===== config.mk =====
export PLATFORM = sky130hd
export DESIGN_NAME = pix_evt_framer
export DESIGN_NICKNAME = d
export VERILOG_FILES = /design/src/rtl/pfmt_pkg.sv /design/src/rtl/pfmt_ctrl.sv /design/src/rtl/pfmt_hdr.sv /design/src/rtl/pfmt_colpar.sv /design/src/rtl/pix_evt_framer.sv
export SDC_FILE = /design/constraint.sdc
export NUM_CORES = 1
export LEC_CHECK = 0
export BUFFER_PORTS_ARGS = -buffer_cell sky130_fd_sc_hd__buf_2
export CAP_MARGIN = 20
export CORE_AREA = 2 2 75 106
export CTS_CLUSTER_DIAMETER = 60
export DETAILED_ROUTE_END_ITERATION = 8
export DIE_AREA = 0 0 77 108
export PLACE_DENSITY = 0.85
export SYNTH_ARGS = -nofsm -noshare
export SYNTH_HDL_FRONTEND = slang
export SYNTH_SLANG_ARGS = --single-unit

===== constraint.sdc =====
create_clock -name clk -period 3.6 [get_ports clk]
set_input_delay 0.18 -clock clk [delete_from_list [all_inputs] [get_ports clk]]
set_output_delay 0.18 -clock clk [all_outputs]
set_load 0.01 [all_outputs]

===== src/rtl/pfmt_pkg.sv =====
package pfmt_pkg;
  typedef enum logic [2:0] {
    ST_IDLE = 3'd0,
    ST_HDR0 = 3'd1,
    ST_HDR1 = 3'd2,
    ST_PAY  = 3'd3,
    ST_TRL  = 3'd4
  } pfmt_state_e;
endpackage


===== src/rtl/pfmt_ctrl.sv =====
module pfmt_ctrl
  import pfmt_pkg::*;
#(
  parameter int NORM_WORDS = 32,
  parameter int FULL_WORDS = 256
) (
  input  logic        clk,
  input  logic        rst_n,
  input  logic        in_valid,
  input  logic        out_ready,
  input  logic        full_mode,
  output pfmt_state_e state,
  output logic        start,
  output logic        pay_fire,
  output logic        pkt_done,
  output logic        mode_q
);
  localparam int CW = (FULL_WORDS > NORM_WORDS) ? $clog2(FULL_WORDS) : $clog2(NORM_WORDS);
  localparam logic [CW-1:0] LAST_FULL = CW'(FULL_WORDS - 1);
  localparam logic [CW-1:0] LAST_NORM = CW'(NORM_WORDS - 1);

  pfmt_state_e state_q, state_d;
  logic [CW-1:0] cnt_q, cnt_d;
  logic          cnt_en;
  logic          mode_d, mode_en;
  logic          pay_last;

  always_comb begin
    state_d  = state_q;
    start    = 1'b0;
    pkt_done = 1'b0;
    pay_fire = (state_q == ST_PAY) && in_valid && out_ready;
    pay_last = (cnt_q == (mode_q ? LAST_FULL : LAST_NORM));
    case (state_q)
      ST_IDLE: if (in_valid) begin
        start   = 1'b1;
        state_d = ST_HDR0;
      end
      ST_HDR0: if (out_ready) state_d = ST_HDR1;
      ST_HDR1: if (out_ready) state_d = ST_PAY;
      ST_PAY:  if (pay_fire && pay_last) state_d = ST_TRL;
      ST_TRL:  if (out_ready) begin
        pkt_done = 1'b1;
        state_d  = ST_IDLE;
      end
      default: state_d = ST_IDLE;
    endcase
    cnt_en  = start | pay_fire;
    cnt_d   = start ? '0 : cnt_q + 1'b1;
    mode_en = start;
    mode_d  = full_mode;
  end

  always_ff @(posedge clk or negedge rst_n) begin
    if (!rst_n) begin
      state_q <= ST_IDLE;
      cnt_q   <= '0;
      mode_q  <= 1'b0;
    end else begin
      state_q <= state_d;
      if (cnt_en)  cnt_q  <= cnt_d;
      if (mode_en) mode_q <= mode_d;
    end
  end

  assign state = state_q;
endmodule


===== src/rtl/pfmt_hdr.sv =====
module pfmt_hdr #(
  parameter int W     = 32,
  parameter int EVT_W = 8,
  parameter int BX_W  = 12,
  parameter int DET_W = 4,
  parameter int ST_W  = 8
) (
  input  logic             clk,
  input  logic             rst_n,
  input  logic             cap,
  input  logic             pkt_done,
  input  logic [BX_W-1:0]  bunch_id,
  input  logic [DET_W-1:0] det_id,
  input  logic [ST_W-1:0]  fe_status,
  input  logic             ovf_flag,
  input  logic             mode_q,
  output logic [W-1:0]     hdr0,
  output logic [W-1:0]     hdr1
);
  localparam int FIELDS = EVT_W + BX_W + DET_W + ST_W;
  localparam int H0_PAD = W - FIELDS;

  logic [EVT_W-1:0] evt_q, evt_d;
  logic [BX_W-1:0]  bx_q;
  logic [DET_W-1:0] det_q;
  logic [ST_W-1:0]  st_q;
  logic             ovf_q;
  logic             evt_en;
  logic [FIELDS-1:0] h0_fields;

  always_comb begin
    evt_en = pkt_done;
    evt_d  = evt_q + 1'b1;
  end

  always_ff @(posedge clk or negedge rst_n) begin
    if (!rst_n) begin
      evt_q <= '0;
      bx_q  <= '0;
      det_q <= '0;
      st_q  <= '0;
      ovf_q <= 1'b0;
    end else begin
      if (evt_en) evt_q <= evt_d;
      if (cap) begin
        bx_q  <= bunch_id;
        det_q <= det_id;
        st_q  <= fe_status;
        ovf_q <= ovf_flag;
      end
    end
  end

  assign h0_fields = {evt_q, bx_q, det_q, st_q};

  generate
    if (H0_PAD > 0) begin : g_h0_pad
      assign hdr0 = {{H0_PAD{1'b0}}, h0_fields};
    end else begin : g_h0_full
      assign hdr0 = h0_fields[W-1:0];
    end
  endgenerate

  assign hdr1 = {mode_q, ovf_q, {(W-2){1'b0}}};
endmodule


===== src/rtl/pfmt_colpar.sv =====
module pfmt_colpar #(
  parameter int W = 32
) (
  input  logic         clk,
  input  logic         rst_n,
  input  logic         clr,
  input  logic         en,
  input  logic [W-1:0] din,
  output logic [W-1:0] par
);
  logic [W-1:0] par_q, par_d;
  logic         par_en;

  always_comb begin
    par_en = clr | en;
    par_d  = clr ? '0 : (par_q ^ din);
  end

  always_ff @(posedge clk or negedge rst_n) begin
    if (!rst_n)      par_q <= '0;
    else if (par_en) par_q <= par_d;
  end

  assign par = par_q;
endmodule


===== src/rtl/pix_evt_framer.sv =====
module pix_evt_framer
  import pfmt_pkg::*;
#(
  parameter int W          = 32,
  parameter int NORM_WORDS = 32,
  parameter int FULL_WORDS = 256,
  parameter int EVT_W      = 8,
  parameter int BX_W       = 12,
  parameter int DET_W      = 4,
  parameter int ST_W       = 8
) (
  input  logic             clk,
  input  logic             rst_n,
  input  logic             full_mode,
  input  logic [BX_W-1:0]  bunch_id,
  input  logic [DET_W-1:0] det_id,
  input  logic [ST_W-1:0]  fe_status,
  input  logic             ovf_flag,
  input  logic             in_valid,
  output logic             in_ready,
  input  logic [W-1:0]     in_data,
  output logic             out_valid,
  input  logic             out_ready,
  output logic [W-1:0]     out_data,
  output logic             out_sop,
  output logic             out_eop
);
  pfmt_state_e state;
  logic        start, pay_fire, pkt_done, mode_q;
  logic [W-1:0] hdr0, hdr1, par;

  pfmt_ctrl #(.NORM_WORDS(NORM_WORDS), .FULL_WORDS(FULL_WORDS)) u_ctrl (
    .clk(clk), .rst_n(rst_n), .in_valid(in_valid), .out_ready(out_ready),
    .full_mode(full_mode), .state(state), .start(start), .pay_fire(pay_fire),
    .pkt_done(pkt_done), .mode_q(mode_q)
  );

  pfmt_hdr #(.W(W), .EVT_W(EVT_W), .BX_W(BX_W), .DET_W(DET_W), .ST_W(ST_W)) u_hdr (
    .clk(clk), .rst_n(rst_n), .cap(start), .pkt_done(pkt_done),
    .bunch_id(bunch_id), .det_id(det_id), .fe_status(fe_status),
    .ovf_flag(ovf_flag), .mode_q(mode_q), .hdr0(hdr0), .hdr1(hdr1)
  );

  pfmt_colpar #(.W(W)) u_par (
    .clk(clk), .rst_n(rst_n), .clr(start), .en(pay_fire), .din(in_data), .par(par)
  );

  always_comb begin
    out_valid = 1'b0;
    out_data  = '0;
    in_ready  = 1'b0;
    case (state)
      ST_HDR0: begin out_valid = 1'b1; out_data = hdr0; end
      ST_HDR1: begin out_valid = 1'b1; out_data = hdr1; end
      ST_PAY:  begin out_valid = in_valid; out_data = in_data; in_ready = out_ready; end
      ST_TRL:  begin out_valid = 1'b1; out_data = par; end
      default: ;
    endcase
    out_sop = (state == ST_HDR0);
    out_eop = (state == ST_TRL);
  end
endmodule


## After elaboration in Yosys (flattened, before gate mapping)

Index checks and enable logic that the tools add are counted.

- Bits in registers: 77
- Bits of input ports: 62
- Output and inout port bits: 36
- Word-level logic and storage cells: 45

- Add/subtract/negate cells: 2
- Eq/ne operators: 10
- Muxes and demuxes: 16
- Bitwise gates (word level): 2
- Reductions and logical operators: 6

Operator list:

| operator | count |
|---|---|
| one-hot mux 32 bit (4 select lines) | 1 |
| 2-to-1 mux 32 bit | 1 |
| bitwise XOR 32 bit | 1 |
| adder 8 x 1 -> 8 bit, second input constant | 2 |
| 2-to-1 mux 8 bit | 2 |
| 2-to-1 mux 3 bit | 5 |
| one-hot mux 3 bit (5 select lines) | 1 |
| inequality test 2 bit, second input constant | 5 |
| equality test 8 bit | 1 |
| equality test 3 x 2 -> 1 bit, second input constant | 2 |
| 2-to-1 mux 1 bit | 5 |
| AND reduction 5 bit | 1 |
| equality test 3 x 1 -> 1 bit, second input constant | 1 |
| equality test 3 bit, second input constant | 1 |
| logical AND 1 bit | 3 |
| logical NOT 3 bit | 1 |
| OR reduction 3 bit | 1 |
| one-hot mux 1 bit (2 select lines) | 1 |
| bitwise OR 1 bit | 1 |

## Logic depth before layout (Yosys ltp)

Gate-level depths: netlist of run 1.

- Word-level depth: 6
- Mapped depth: 6
- Mapped depth without buffers: 4

## Cells and area by module

From an unflattened synthesis of run 1, not the netlist that was laid out.

- Cells, all modules: 484
- Area, all modules: 5505.3 um^2

By module, submodules not included:

| module | times used | cells an instance | area each (um^2) | sequential area each (um^2) |
|---|---|---|---|---|
| pfmt_colpar | 1 | 138 | 1705.4 | 800.8 |
| pfmt_hdr | 1 | 112 | 1597.8 | 825.8 |
| pix_evt_framer | 1 | 166 | 1532.7 | 0.0 |
| pfmt_ctrl | 1 | 68 | 669.4 | 300.3 |

## Least setup slack after synthesis of run 1

OpenSTA, ideal clock, no wires.

- Path kind: reg-to-reg
- Start point: reg u_ctrl.state_q[1] (netlist: u_ctrl.state[1])
- End point: reg u_ctrl.cnt_q[0]
- Library setup time: 0.137 ns
- Arrival: 1.413 ns
- Data required time: 3.463 ns
- Setup slack: 2.051 ns
- Stages on the path, launching flop included: 7
- Buffers on the path: 3
- Path through: dfrtp_1 -> buf_4 -> or4b_1 -> clkbuf_1 -> buf_4 -> o211ai_2 -> o31ai_1

- Longest elaborated chain between the ends: 4
- Elaborated cells on any way between the ends: 7

RTL lines:

| item | line | text |
|---|---|---|
| start: declaration | pfmt_ctrl.sv:22 | `pfmt_state_e state_q, state_d;` |
| start signal: assignment | pfmt_ctrl.sv:60 | `state_q <= state_d;` |
| equality test 3 x 2 -> 1 bit | pfmt_ctrl.sv:32 | `pay_fire = (state_q == ST_PAY) && in_valid && out_ready;` |
| logical AND 1 bit (2 in a row) | pfmt_ctrl.sv:32 |  |
| bitwise OR 1 bit | pfmt_ctrl.sv:48 | `cnt_en = start \| pay_fire;` |
| end signal: assignment | pfmt_ctrl.sv:61 | `if (cnt_en) cnt_q <= cnt_d;` |
| end: declaration | pfmt_ctrl.sv:23 | `logic [CW-1:0] cnt_q, cnt_d;` |

Several ways; a longest one is shown, not always the timed one.
A chain may end at the register's enable or synchronous reset.

## Final worst setup path of run 1

- Start point: reg u_ctrl.state_q[0] (netlist: u_ctrl.state[0])
- End point: out out_data[21]

- Longest elaborated chain between the ends: 2
- Elaborated cells on any way between the ends: 5

RTL lines:

| item | line | text |
|---|---|---|
| equality test 3 bit (tied with other cells) | pix_evt_framer.sv:52 | `case (state)` |
| one-hot mux 32 bit (4 select lines) (*) | pix_evt_framer.sv:52 |  |
| end: declaration | pix_evt_framer.sv:24 | `output logic [W-1:0] out_data,` |

Every way passes the cells marked *; elsewhere a longest branch is shown, timed or not.

==> impl_metrics.yaml, run 1 <==
outcome:
  status: "finished with violations"
  violations: "negative hold slack"
synth:
  ys_warn_count: 0
  syn-mean-instance-area_sq_um: 8.93
  yosysTopAreaCell: "dfrtp_1"
  yosysSeqAreaShare: 0.460
  synth_top_area_frac: 0.460
  synthCells: 469
  synth.distinct_cells: 42
  synth_area_leaders: "dfrtp_1 (46%), nand2_1 (7.4%), o31ai_1 (6.5%), or4_1 (6.3%), a22oi_1 (5.7%)"
  synth-edff-count: 0
  synthesis.nets: 533
  yosysMostFrequentCell: "nand2_1"
  netlist_area_sq_um: 4190
  ys.flop_type: "dfrtp_1"
  synth_common_cells: "nand2_1 (83), dfrtp_1 (77), a21oi_1 (37)"
  async_flop_share: 1.00
  synth_seq_cells: 77
clock_tree:
  cts_buffer_depth: 2
  clkTransAtPathRegs_ns: 0.08
  root_buffer: "clkbuf_8"
  cts_buffers: 9
  htreeDepth: 3
  cts_resized: 0
  tritoncts: "done"
  clkLatencyLatePin_ns: 0.36
  cts_sinks: 77
die:
  start_util: 0.573
  rows: 37
  die_area_sq_um: 8320
  io_pins: 98
  core_sq_um: 7310
  die_w_um: 77
  die_h_um: 108
sta:
  maxSlewViolCount: 0
  worst_pin_slew_ns: 1.01
  fin_crit_ns: 2.77
  clock_skew_ns: 0.00531
  setup-violations-final: 0
  finalCritPeriodShare: 0.768
  hold_viol: 77
  tns_ns: 0
  slew_headroom: 0.327
  max_freq_mhz: 362
  rsz0062_at_grt: "no"
  whs_ns: -0.0542
job:
  cap_violations: 0
route:
  avgRoutedWirePerCell_um: 16.9
  vias: 4014
  ant_nets: 0
  wl_um: 10900
  drt-initial-drc-count: 365
  drc_errors: 0
  viasPerCell: 6.21
  drt-pass1-iter-count: 5
global_route:
  grt_pass1_wl_um: 17700
  grt_usage: 0.268
  overflow: 0
  antenna_found_initial: 0
  grt_pass1_vias: 3789
  grt_max_degree: 78
critical_path:
  worst_ep_required_time_ns: 3.42
  cp-end-kind: "primary output"
  worstPathMaxFanout: 40
  crit_type: "flip-flop to primary output"
  start_kind: "flip-flop"
  worst_ep_arrival_time_ns: 2.59
final_layout:
  fillerInstances: 616
  drive_gt1_frac: 0.233
  antenna_cells: 0
  syn_to_final_growth_pct: 17.6
  fin_nets: 608
placed_design:
  dp_hpwl_um: 7010
  portBuffers: 97
  gp_congestion: 0.797
power_and_ir_drop:
  p_comb_frac: 0.209
  leakage_nw: 2.35
  p_seq_frac: 0.516
  ir_worst_vdd_mv: 0.399
  p_clk_frac: 0.275
  switching_power_uw: 761
  p_sw_frac: 0.315
  power_density_nw_per_um2: 490
  p_int_mw: 1.65
min_path:
  hold_path_class: "primary input to async pin"
-- per-stage QoR --
stage	cells	total power, mW	utilization	instance area, sq um	setup WS (ns)
after CTS	644	2.41	0.668	4890	0.872
after detailed placement	626	1.76	0.639	4670	1.18
after global placement	626	1.71	0.639	4670	1.24
after floorplan	469	1.56	-	4190	2.05
after global routing	646	2.55	0.673	4920	0.698
final	646	2.41	0.673	4920	0.834
-- area by class of cell --
class,count,area (sq um),area share
Sequential cell,77,1930,0.391
Tap cell,97,121,0.0246
Multi-Input combinational cell,311,1930,0.393
Inverter,37,139,0.0282
Clock buffer,12,145,0.0295
Clock inverter,4,47.5,0.00965
Timing Repair Buffer,108,611,0.124
-- worst paths after layout --
path / cells past startpoint / to / slack, ns / from
hold reg to reg: 1 / u_hdr.evt_q[7]$_DFFE_PN0P_ / 0.48 / u_hdr.evt_q[7]$_DFFE_PN0P_
setup / recovery: 3 / out_data[21] / 0.83 / u_ctrl.state[0]$_DFFE_PN0P_
min in group clk: 3 / u_hdr.ovf_q$_DFFE_PN0P_ / 0.01 / ovf_flag
max in group asynchronous: 1 / u_hdr.bx_q[10]$_DFFE_PN0P_ / 3.03 / rst_n
hold / removal: 1 / u_par.par[8]$_DFFE_PN0P_ / -0.05 / rst_n
setup reg to reg: 3 / u_ctrl.cnt_q[5]$_DFFE_PN0P_ / 1.08 / u_ctrl.state[0]$_DFFE_PN0P_
-- state kept, by name, summed over array words and instances (netlist names) --
name and count:
u_hdr.det_q 4, u_ctrl.cnt_q 8, u_hdr.st_q 8, u_par.par 32, u_ctrl.state 3, u_ctrl.mode_q 1
u_hdr.evt_q 8, u_hdr.bx_q 12, u_hdr.ovf_q 1
-- per-layer routing --
layer / part of all wire / wire [um] / up-vias / global-route usage
met5: 0 / 0 / - / 0
met4: 0.026 / 284 / 0 / 0.134
met3: 0.057 / 619 / 26 / 0.0484
met2: 0.53 / 5730 / 166 / 0.457
met1: 0.39 / 4270 / 1959 / 0.328
li1: - / - / 1863 / -
-- layout by cell type (no fill, tap or decap), drive strengths merged, types with 3 or more instances in the layout --
master / instances
o22ai: 32
buf: 105
a22oi: 32
inv: 37
a21oi: 37
nor2: 3
xnor2: 6
o31ai: 36
nor3: 3
nand2: 83
nand4: 7
nand3: 3
mux2i: 4
dlygate4sd3: 3
clkbuf: 12
dfrtp: 77
or4: 36
-- worst max-delay path, cell delays in order (launching register included) --
cell and delay, ns:
dfrtp_1 0.69, nand3b_2 0.81, o22ai_1 0.53, buf_2 0.20
-- cell families (layout without fill, tap and decap cells) --
kind of cell	Yosys count	in the layout	synth area share
AND/OR/NAND/NOR	151	151	0.192
AO/OA/AOI/OAI	146	146	0.236
buffers and inverters	81	161	0.0792
flip-flops	77	77	0.460
XOR/XNOR	7	7	0.0146
multiplexers	5	5	0.0122
adder cells (fa/ha/maj)	2	2	0.00597
-- what timing repair did --
| item | CTS | global route |
|---|---|---|
| hold buffers | 2 | 1 |
| endpoints found under the hold margin | 2 | 1 |
| buffers inserted | 0 | 0 |
-- power groups by stage --
| stage | Sequential [mW] | Clock, mW | Combinational, mW |
|---|---|---|---|
| 2_1_floorplan | 1.20 | 0 | 0.361 |
| 3_3_place_gp | 1.24 | 0 | 0.468 |
| 3_5_place_dp | 1.25 | 0 | 0.504 |
| 4_1_cts | 1.24 | 0.662 | 0.505 |
| 5_1_grt | 1.27 | 0.701 | 0.573 |
| 6_report | 1.25 | 0.663 | 0.505 |
No activity file was read; power rests on OpenSTA's default activity.
==> run 2, diff against run 1 <==
- CORE_AREA: 2 2 75 106 -> 2 2 82 115
- DIE_AREA: 0 0 77 108 -> 0 0 84 117
- PLACE_DENSITY: 0.85 -> 0.76
- clock period: 3.6 -> 2.3 ns (I/O delays scaled with it)
==> impl_metrics.yaml, run 2 (same netlist as run 1, synthesis figures left out) <==
outcome:
  status: "finished clean"
global_route:
  overflow: 0
  grt_usage: 0.235
  grt_max_degree: 78
  antenna_found_initial: 0
  grt_pass1_wl_um: 18600
  grt_pass1_vias: 3982
route:
  route.met2.wl_um: 5710
  viasPerCell: 5.95
  vias: 4096
  met1_length_um: 4760
  drc_errors: 0
  avgRoutedWirePerCell_um: 16.3
  ant_nets: 0
  drt-initial-drc-count: 337
  dr.max_layer_used: "met4"
  wl_met3_um: 553
  drt-pass1-iter-count: 5
  wl_um: 11200
clock_tree:
  clkTransAtPathRegs_ns: 0.06
  clkLatencyLatePin_ns: 0.34
  cts_buffer_depth: 2
  cts_sinks: 77
  cts_buffers: 9
  tritoncts: "done"
  htreeDepth: 3
  root_buffer: "clkbuf_16"
sta:
  clock_skew_ns: 0.00650
  hold_viol: 0
  finalCritPeriodShare: 0.899
  max_freq_mhz: 484
  setup-violations-final: 0
  rsz0062_at_grt: "no"
  worst_pin_slew_ns: 1.05
  fin_crit_ns: 2.07
  slew_headroom: 0.297
  setup_ws_ns: 0.232
  maxSlewViolCount: 0
  whs_ns: 0.112
  tns_ns: 0
final_layout:
  fin_nets: 640
  finalNonFillerCells: 688
  largest_reg_flops: 32
  antenna_cells: 0
  drive_gt1_frac: 0.236
  utilization: 0.602
  fin_area_sq_um: 5350
  fillerInstances: 773
  layout_common_cells: "buf_2 (96), nand2_1 (83), dfrtp_1 (77)"
  syn_to_final_growth_pct: 27.7
  final_common_cell: "buf_2"
critical_path:
  cp-end-kind: "primary output"
  cp-startpoint: "u_ctrl.state[2]$_DFFE_PN0P_"
  timing.reg2reg.setup_slack_ns: 0.36
  worstSetupEndpoint: "out_data[5]"
  worstPathMaxFanout: 18
  crit_type: "flip-flop to primary output"
  start_kind: "flip-flop"
  r2r_end: "u_par.par[16]$_DFFE_PN0P_"
  worst_ep_arrival_time_ns: 1.95
  r2r_cells: 5
  timing.rr.start: "u_ctrl.state[0]$_DFFE_PN0P_"
  worst_ep_required_time_ns: 2.18
placed_design:
  placed_cells: 645
  place_ws_ns: 0.425
  dp_hpwl_um: 7310
  gp_congestion: 0.841
  placed_area_sq_um: 4750
  portBuffers: 97
power_and_ir_drop:
  p_sw_frac: 0.286
  leakage_nw: 2.54
  p_seq_frac: 0.458
  p_clk_frac: 0.346
  power_density_nw_per_um2: 793
  p_total_mw: 4.24
  p_comb_frac: 0.196
  switching_power_mw: 1.21
  p_int_mw: 3.02
  ir_worst_vdd_mv: 0.447
die:
  rows: 41
  start_util: 0.472
  die_w_um: 84
  die_area_sq_um: 9830
  io_pins: 98
  core_sq_um: 8870
  die_h_um: 117
min_path:
  hp-start: "in_valid"
  hold_path_class: "primary input to flip-flop"
job:
  cap_violations: 0
==> run 2: cell types whose count changed in the layout (fill, tap and decap cells not counted), sizes merged <==
cell / previous run / this run
clkbuf: 12 / 13
dlygate4sd3: 3 / 27
clkinv: 2 / 1
buf: 105 / 113
==> run 2: worst min path at each step <==
stage          slack, ns                     endpoint  cells past startpoint
6_report            0.11  u_ctrl.cnt_q[1]$_DFFE_PN0P_                      3
5_1_grt             0.14  u_ctrl.cnt_q[1]$_DFFE_PN0P_                      3
4_1_cts             0.11  u_ctrl.cnt_q[1]$_DFFE_PN0P_                      3
3_5_place_dp        0.31   u_hdr.bx_q[10]$_DFFE_PN0P_                      3
3_3_place_gp        0.31   u_hdr.det_q[2]$_DFFE_PN0P_                      3
2_1_floorplan      -0.18  u_ctrl.cnt_q[0]$_DFFE_PN0P_                      0
==> run 2: final cells by class <==
cell class / count / area (sq um) / share of cell area
flip-flops and latches: 77 / 1930 / 0.360
inverters: 37 / 139 / 0.0260
clock buffers: 13 / 270 / 0.0505
clock inverters: 3 / 42.5 / 0.00796
well taps: 107 / 134 / 0.0250
repair buffers: 140 / 891 / 0.167
multi-input cells: 311 / 1940 / 0.363
==> run 2: layer usage <==
layer | up-vias | track usage
li1 | 1931 | -
met1 | 2000 | 0.301
met3 | 16 | 0.0428
met2 | 149 | 0.394
met4 | 0 | 0.104
met5 | - | 0
==> run 2: power groups by stage <==
stage          Clock, mW  Sequential, mW  Combinational, mW
6_report            1.47            1.94              0.829
5_1_grt             1.54            1.98              0.941
4_1_cts             1.49            1.94              0.834
3_5_place_dp           0            1.96              0.795
3_3_place_gp           0            1.94              0.747
2_1_floorplan          0            1.88              0.565
==> run 2: critical path, cell delays in order, from the launching register on <==
cell and delay [ns]:
dfrtp_1 0.43, buf_4 0.20, nor2b_2 0.16, buf_4 0.27, a22oi_1 0.12, o22ai_1 0.25
buf_2 0.19
==> run 2: repair_timing <==
item	4_1_cts	5_1_grt
hold buffers	27	0
gates resized for setup	0	1
setup buffers	0	0
endpoints found under the setup margin	0	3
hold endpoints to repair	101	0
